## config.mk

```make
export PLATFORM = sky130hd
export DESIGN_NAME = throttle_ratio_search
export DESIGN_NICKNAME = d
export VERILOG_FILES = /design/src/rtl/throttle_ratio_search.sv
export SDC_FILE = /design/constraint.sdc
export NUM_CORES = 2
export LEC_CHECK = 0
export ABC_AREA = 1
export BUFFER_PORTS_ARGS = -buffer_cell sky130_fd_sc_hd__buf_2
export CAP_MARGIN = 10
export CORE_UTILIZATION = 50
export CTS_BUF_LIST = sky130_fd_sc_hd__clkbuf_8
export DETAILED_ROUTE_END_ITERATION = 10
export MAX_ROUTING_LAYER = met4
export PLACE_DENSITY_LB_ADDON = 0.3
export SYNTH_ARGS = -nofsm -noshare
export SYNTH_HDL_FRONTEND = slang
export SYNTH_SLANG_ARGS = --single-unit
```

## constraint.sdc

```tcl
create_clock -name clk -period 17 [get_ports clk]
set_input_delay 1.7 -clock clk [delete_from_list [all_inputs] [get_ports clk]]
set_output_delay 1.7 -clock clk [all_outputs]
set_load 0.1 [all_outputs]
```

## src/rtl/throttle_ratio_search.sv

```systemverilog
module throttle_ratio_search #(
  parameter int FW = 20,
  parameter int LW = 8
) (
  input  logic          clk,
  input  logic          rst_n,
  input  logic          start,
  input  logic [FW-1:0] req_khz,
  input  logic [FW-1:0] full_khz,
  input  logic [LW-1:0] max_len,
  output logic          busy,
  output logic          done,
  output logic [LW-1:0] off_cnt,
  output logic [LW-1:0] on_cnt,
  output logic [FW-1:0] ach_khz
);
  localparam int NW = FW + LW;
  localparam int CW = $clog2(NW);

  typedef enum logic [1:0] {S_IDLE, S_DIV1, S_DIV2} st_t;
  st_t st;

  logic [FW-1:0] req_q, full_q, den, rem, best_err;
  logic [LW-1:0] i_q, off_c;
  logic [NW-1:0] num;
  logic [CW-1:0] cnt;

  logic [FW:0]   rem_sh, rem_sub;
  logic          ge, last;
  logic [NW-1:0] quo;
  logic [FW-1:0] f_c, err_c, err0;

  assign busy    = (st != S_IDLE);
  assign rem_sh  = {rem, num[NW-1]};
  assign ge      = rem_sh >= {1'b0, den};
  assign rem_sub = rem_sh - {1'b0, den};
  assign quo     = {num[NW-2:0], ge};
  assign last    = (cnt == CW'(NW-1));
  assign f_c     = quo[FW-1:0];
  assign err_c   = (f_c >= req_q) ? f_c - req_q : req_q - f_c;
  assign err0    = (full_khz >= req_khz) ? full_khz - req_khz : req_khz - full_khz;

  always_ff @(posedge clk or negedge rst_n) begin
    if (!rst_n) begin
      st <= S_IDLE; done <= 1'b0;
      off_cnt <= '0; on_cnt <= '0; ach_khz <= '0;
      req_q <= '0; full_q <= '0; den <= '0; rem <= '0; best_err <= '0;
      i_q <= '0; off_c <= '0; num <= '0; cnt <= '0;
    end else begin
      done <= 1'b0;
      case (st)
        S_IDLE: if (start) begin
          req_q <= req_khz; full_q <= full_khz; i_q <= max_len;
          off_cnt <= LW'(1); on_cnt <= '0; ach_khz <= full_khz; best_err <= err0;
          num <= NW'(req_khz) * NW'(max_len);
          den <= full_khz; rem <= '0; cnt <= '0;
          if (max_len == '0) done <= 1'b1;
          else st <= S_DIV1;
        end
        S_DIV1: begin
          num <= quo; rem <= ge ? rem_sub[FW-1:0] : rem_sh[FW-1:0]; cnt <= cnt + 1'b1;
          if (last) begin
            off_c <= quo[LW-1:0];
            num <= NW'(full_q) * NW'(quo[LW-1:0]);
            den <= FW'(i_q); rem <= '0; cnt <= '0;
            st <= S_DIV2;
          end
        end
        S_DIV2: begin
          num <= quo; rem <= ge ? rem_sub[FW-1:0] : rem_sh[FW-1:0]; cnt <= cnt + 1'b1;
          if (last) begin
            if (err_c <= best_err) begin
              off_cnt <= off_c; on_cnt <= i_q - off_c; ach_khz <= f_c; best_err <= err_c;
            end
            rem <= '0; cnt <= '0;
            if (i_q == LW'(1)) begin
              st <= S_IDLE; done <= 1'b1;
            end else begin
              i_q <= i_q - 1'b1;
              num <= NW'(req_q) * NW'(LW'(i_q - 1'b1));
              den <= full_q;
              st <= S_DIV1;
            end
          end
        end
        default: st <= S_IDLE;
      endcase
    end
  end

  // done lasts one cycle
  a_r2_done_pulse: assert property (@(posedge clk) disable iff (!rst_n) done |=> !done);
  // busy is never seen together with done
  a_r2_done_not_busy: assert property (@(posedge clk) disable iff (!rst_n) done |-> !busy);
  // a start while busy does not end or restart the search
  a_r8_busy_start: assert property (@(posedge clk) disable iff (!rst_n)
    busy && start && !last |=> busy && $stable(req_q) && $stable(full_q));
  // results held while idle without start
  a_r9_hold: assert property (@(posedge clk) disable iff (!rst_n)
    !busy && !start |=> $stable({off_cnt, on_cnt, ach_khz}));
  // an empty range returns the initial best
  a_r6_empty: assert property (@(posedge clk) disable iff (!rst_n)
    !busy && start && max_len == '0 |=> done && off_cnt == LW'(1) && on_cnt == '0);
endmodule

```

# After elaboration in Yosys (flattened, before gate mapping)
# Index checks and enable logic that the tools add are counted.
dict set report op_classes {
  reduce_logical 15
  add_sub_neg 8
  magnitude_cmp 4
  muxes 49
  n_eq_ne 10
  n_mul 3
}
# cell count
set ops {}
lappend ops {{20-bit two-way mux} 14}
lappend ops {{20-bit case mux with 2 select lines} 3}
lappend ops {{28-bit two-way mux} 4}
lappend ops {{20-bit subtractor} 5}
lappend ops {{20-bit by 8-bit multiplier with 28-bit output} 3}
lappend ops {{28-bit case mux with 3 select lines} 1}
lappend ops {{8-bit two-way mux} 9}
lappend ops {{20-bit case mux with 3 select lines} 1}
lappend ops {{8-bit case mux with 2 select lines} 3}
lappend ops {{20-bit >= comparator} 2}
lappend ops {{21-bit by 20-bit >= comparator with 1-bit output} 1}
lappend ops {{20-bit less-or-equal comparator} 1}
lappend ops {{2-bit inequality test, second input constant} 6}
lappend ops {{4-bit AND reduction} 3}
lappend ops {{5-bit two-way mux} 2}
lappend ops {{5-bit case mux with 2 select lines} 1}
lappend ops {{8-bit by 1-bit equality test with 1-bit output, second input constant} 1}
lappend ops {{8-bit zero test} 1}
lappend ops {{2-bit two-way mux} 4}
lappend ops {{2-bit AND reduction} 4}
lappend ops {{8-bit by 1-bit subtractor with 8-bit output, second input constant} 1}
lappend ops {{8-bit subtractor} 1}
lappend ops {{2-bit case mux with 3 select lines} 1}
lappend ops {{2-bit nonzero test} 3}
lappend ops {{10 further kinds} 14}
dict set report word_totals {
  output_inout_bits 38
  inputBits 51
  wordCells 103
  reg_bits 188
}

# Longest topological paths before layout
dict set report depth {
  word_depth 7
  ltp_mapped 40
  depth_no_buf 38
}

# Worst setup path before layout
# No wires, ideal clock.
dict set report synth_path {
  path_kind {input to register}
  startpoint {in max_len[2]}
  endpoint {reg num[21]}
  setup_slack_ns 11.440
  t_arrival_ns 5.483
  required_ns 16.923
  path_stages 19
  n_path_buf 1
  setup_ns 0.077
  cell_sequence {clkbuf_1 -> nand2_1 -> fa_1 -> fa_1 -> inv_1 -> fa_1 -> inv_1 -> fa_1 -> inv_1 -> ha_1 -> nand2_1 -> inv_1 -> a21boi_0 -> o21ai_0 -> a21oi_1 -> inv_1 -> nand2_1 -> nand3_1 -> a21oi_1}
}
dict set report synth_between {
  elab_chain_cells 3
}
# element line
set synth_lines {}
lappend synth_lines {{start, declared} 10} ;# input logic [LW-1:0] max_len,
lappend synth_lines {{20-bit by 8-bit multiplier with 28-bit output} 55} ;# num <= NW'(req_khz) * NW'(max_len);
lappend synth_lines {{28-bit two-way mux} 52} ;# S_IDLE: if (start) begin
lappend synth_lines {{28-bit case mux with 3 select lines} 51} ;# case (st)
lappend synth_lines {{end signal, assigned} 55}
lappend synth_lines {{end signal, assigned} 61} ;# num <= quo; rem <= ge ? rem_sub[FW-1:0] : rem_sh[FW-1:0]; cnt <= cnt + 1'b1;
lappend synth_lines {{end signal, assigned} 64} ;# num <= NW'(full_q) * NW'(quo[LW-1:0]);
lappend synth_lines {{end, declared} 25} ;# logic [NW-1:0] num;
# No other way between the ends. The select of a mux whose other input is x is not followed.
# A chain may end at the register's enable or synchronous reset.

# Worst setup path after layout
dict set report layout_path {
  startpoint {reg rem[1]}
  endpoint {reg best_err[2]}
}
dict set report layout_between {
  elab_chain_cells 6
  elab_cells_between_ends 11
}
# element line
set layout_lines {}
lappend layout_lines {{start, declared} 23} ;# logic [FW-1:0] req_q, full_q, den, rem, best_err;
lappend layout_lines {{start signal, assigned} 61}
lappend layout_lines {{start signal, assigned} 70} ;# num <= quo; rem <= ge ? rem_sub[FW-1:0] : rem_sh[FW-1:0]; cnt <= cnt + 1'b1;
lappend layout_lines {{21-bit by 20-bit >= comparator with 1-bit output *} 35} ;# assign ge = rem_sh >= {1'b0, den};
lappend layout_lines {{20-bit subtractor or 20-bit >= comparator (tied branches)} 40} ;# assign err_c = (f_c >= req_q) ? f_c - req_q : req_q - f_c;
lappend layout_lines {{20-bit two-way mux *} 40}
lappend layout_lines {{20-bit less-or-equal comparator or 20-bit two-way mux (tied branches)} 72} ;# if (err_c <= best_err) begin
lappend layout_lines {{2-bit inequality test (no line) or 20-bit two-way mux (tied branches)} -}
lappend layout_lines {{4-bit AND reduction (no line) or 20-bit case mux with 2 select lines (tied branches)} -}
lappend layout_lines {{end signal, assigned} 47} ;# req_q <= '0; full_q <= '0; den <= '0; rem <= '0; best_err <= '0;
lappend layout_lines {{end signal, assigned} 54} ;# off_cnt <= LW'(1); on_cnt <= '0; ach_khz <= full_khz; best_err <= err0;
lappend layout_lines {{end signal, assigned} 73} ;# off_cnt <= off_c; on_cnt <= i_q - off_c; ach_khz <= f_c; best_err <= err_c;
lappend layout_lines {{end, declared} 23}
# Every way passes the cells marked *; elsewhere a longest branch is shown, timed or not. The select of a mux whose other input is x is not followed.

==> qor.txt <==
OUTCOME
-------------------------------------------------------------------------------------------------
Status                                                                               finished clean

CLOCK TREE
-------------------------------------------------------------------------------------------------
Clock sink total                                                                              188
Later-pin clock latency in the skew report                                                0.61 ns
TritonCTS clock tree                                                                        built
Quantity of hold-fixing buffers added after cts                                                 0
Root buf cell                                                                            clkbuf_8
Inserted Clock Buffers                                                                         17
Number of H-tree levels                                                                         4
Cts repair resizes                                                                              0
Buffers from clock root to sink, at most                                                        2
Register clock-pin slew on the reported worst setup and hold paths                        0.12 ns
Post CTS Setup Buffer Count                                                                     0

SYNTHESIS
-------------------------------------------------------------------------------------------------
Top cell type's share of synthesized area                                                   20.8%
Largest cells by area after synthesis                                                fa_1 21%, nand2_1 16%, dfrtp_1 15%
Library cell occupying the most area in the post-synthesis netlist                           fa_1
Warning count from the yosys run                                                                0
Gate count after technology mapping                                                         4,644
Most repeated cell in the gate-level netlist after synthesis                              nand2_1
Mapped Avg Cell Area                                                                   6.82 sq um
Post-Synthesis Net Count                                                                    5,302
Number of distinct library cell variants in the gate-level netlist after synthesis             60
Synth Cell Area                                                                      0.0317 sq mm
Leading register cell type out of synthesis                                               dfrtp_1
Sequential share of the synthesized area                                                    14.8%
Cell types with the highest counts after synthesis                                   1,315 x nand2_1, 920 x inv_1, 338 x nor2_1, 330 x fa_1, 277 x ha_1
Number of flops mapped to enable cells by yosys                                                 0
Post-synthesis async set-or-reset flop share                                                 100%
Synth Register Bits                                                                           188

ROUTE
-------------------------------------------------------------------------------------------------
Post-Route M1 WL                                                                          45.1 mm
Mean routed wirelength per cell                                                           20.0 um
Remaining DRCs                                                                                  0
Pre-antenna DRT Iters                                                                           6
Detailed Route WL                                                                          109 mm
DRT antenna net count                                                                           0
Iteration-0 DRC count of the detailed router                                                2,857
Max layer used                                                                               met4
Met3 wire len                                                                             9.65 mm
Via count                                                                                  30,000
Via density per instance                                                                     5.50
Wire length on met2                                                                       48.7 mm

GRT
-------------------------------------------------------------------------------------------------
Tot GR Track Use                                                                            35.7%
Pin count of the biggest net entering global routing                                           81
Leftover overflow at the end of global routing                                                  0
Antenna violations before repair                                                                5
Vias in the first global route                                                             28,700
First-pass GRT wire length                                                                 168 mm

TIMING
-------------------------------------------------------------------------------------------------
Final count of hold timing violations                                                           0
Share of the clock period used by the worst path after layout                               39.0%
Final TNS setup                                                                              0 ns
Number of endpoints failing setup at the final stage                                            0
Measured slew at the worst slew-check pin                                                 1.29 ns
Worst clock skew on the final layout                                                    0.0215 ns
Final critical-path required period                                                       6.62 ns
Max Transition Viols Final                                                                      0
Worst rel slew slack                                                                        14.3%
Max Fclk                                                                                  151 MHz
RSZ-0062 raised after global routing                                                        false
Hold Worst Slack                                                                         0.490 ns

FINAL LAYOUT
-------------------------------------------------------------------------------------------------
Net count of the finished layout                                                            5,260
Share of post-route cells with drive strength above 1                                       5.07%
Number of non-filler instances in the completed layout                                      5,460
Area Overhead vs Synth                                                                      4.24%
Finished layout cell area                                                            0.0330 sq mm
Count of fill cells added during filler insertion                                           6,315

CRITICAL PATH
-------------------------------------------------------------------------------------------------
Highest-delay cell along the critical path                                                nand2_2
Largest stage delay on the critical path                                                  0.81 ns
Most common cell type on the critical path                                                nand2_1
Critical path data arrival time                                                           7.13 ns
Maximum fanout count along the critical path                                                   53
Element type at the critical path start                                                 flip-flop
Data required time of the worst path                                                     17.51 ns
Classification of the worst setup path                                               flip-flop to flip-flop
Element type at the critical path end                                                   flip-flop

FLOORPLANNING
-------------------------------------------------------------------------------------------------
Area inside the core boundary                                                        0.0622 sq mm
Die Wd                                                                                     254 um
Vert. Die Dim                                                                              254 um
I/O pins                                                                                       89
Die footprint                                                                        0.0644 sq mm
Site Rows                                                                                      91
Initial core utilization                                                                    51.0%

PLACEMENT
-------------------------------------------------------------------------------------------------
Cell area after placement                                                            0.0326 sq mm
HPWL reported at the end of detailed placement                                            89.1 mm
Number of placed instances, taps included                                                   5,420
Port Buffers                                                                                   88
Placer congestion estimate                                                                   1.01

MIN PATH
-------------------------------------------------------------------------------------------------
Path type of the worst min-delay path                                                flip-flop to flip-flop

JOB
-------------------------------------------------------------------------------------------------
Total of max-cap violations                                                                     0

cells in the final DEF, fill, tap and decap left out, types with 22 or more instances in the layout:
cell type / netlist / final
o21ai_0: 262 / 262
nor2_1: 338 / 336
inv_2: 23 / 23
buf_2: 29 / 87
xor2_1: 52 / 52
nor3_1: 22 / 22
a21oi_1: 246 / 246
fa_1: 330 / 330
nand3_1: 193 / 193
ha_1: 277 / 277
xnor2_1: 25 / 25
inv_1: 920 / 921
nand4_1: 40 / 40
nand2_1: 1315 / 1313
dfrtp_1: 188 / 188
state kept, by name (all words and copies together), names as in the netlist, 20 cells and up:
| register | flops |
|---|---|
| num | 28 |
| ach_khz | 20 |
| req_q | 20 |
| rem | 20 |
| den | 20 |
| full_q | 20 |
| best_err | 20 |
critical path, delay by kind of cell (launching register included):
| family | cells | cell delay, ns |
|---|---|---|
| buffers and inverters | 4 | 0.97 |
| and+or+nand+nor | 18 | 2.65 |
| DFF | 1 | 0.41 |
| AOI/OAI and AO/OA | 6 | 1.04 |
| adders and majority gates | 4 | 1.44 |
layout make-up:
| class | instances | area, sq um | share of cell area (%) |
|---|---|---|---|
| inverters | 951 | 3570 | 10.8 |
| flip-flops and latches | 188 | 4700 | 14.2 |
| multi-input cells | 3336 | 22700 | 68.6 |
| well taps | 837 | 1050 | 3.17 |
| clock inverters | 15 | 186 | 0.564 |
| repair buffers | 108 | 599 | 1.81 |
| clock buffers | 17 | 234 | 0.708 |
| diodes | 8 | 20.0 | 0.0606 |
metal layers:
layer,vias to the layer above,global-route usage [%]
met5,-,-
met4,0,16.9
met3,253,6.85
met2,1274,54.3
met1,14300,45.7
li1,14200,-
path summary, 6_finish.rpt:
path,startpoint,end,slack [ns],cells past startpoint
worst max register to register,rem[1]$_DFFE_PN0P_,best_err[2]$_DFFE_PN0P_,10.38,32
max in group asynchronous,rst_n,off_c[1]$_DFFE_PN0P_,14.55,2
min in group asynchronous,rst_n,best_err[19]$_DFFE_PN0P_,1.09,1
worst max-delay path,rem[1]$_DFFE_PN0P_,best_err[2]$_DFFE_PN0P_,10.38,32
worst min-delay path,off_cnt[6]$_DFFE_PN0P_,off_cnt[6]$_DFFE_PN0P_,0.49,2
worst min register to register,off_cnt[6]$_DFFE_PN0P_,off_cnt[6]$_DFFE_PN0P_,0.49,2
logic make-up after synthesis:
logic type	count (synthesis)	share of synthesized area, %
AND/OR/NAND/NOR	1973	25.3
buffers and inverters	1120	13.7
AO/OA/AOI/OAI	678	12.2
adder cells (fa/ha/maj)	607	31.8
flip-flops	188	14.8
XOR/XNOR	77	2.13
multiplexers	1	0.0355
stage by stage:
stage	utilization, %	worst slack [ns]
2_1_floorplan	-	11.44
3_3_place_gp	52.4	10.58
3_5_place_dp	52.4	10.40
4_1_cts	53.1	10.40
5_1_grt	53.1	9.78
6_report	53.1	10.38
Power is left out: the tool's default activity adds up to more than one toggle a clock period on the data nets, which glitch-free logic cannot reach.
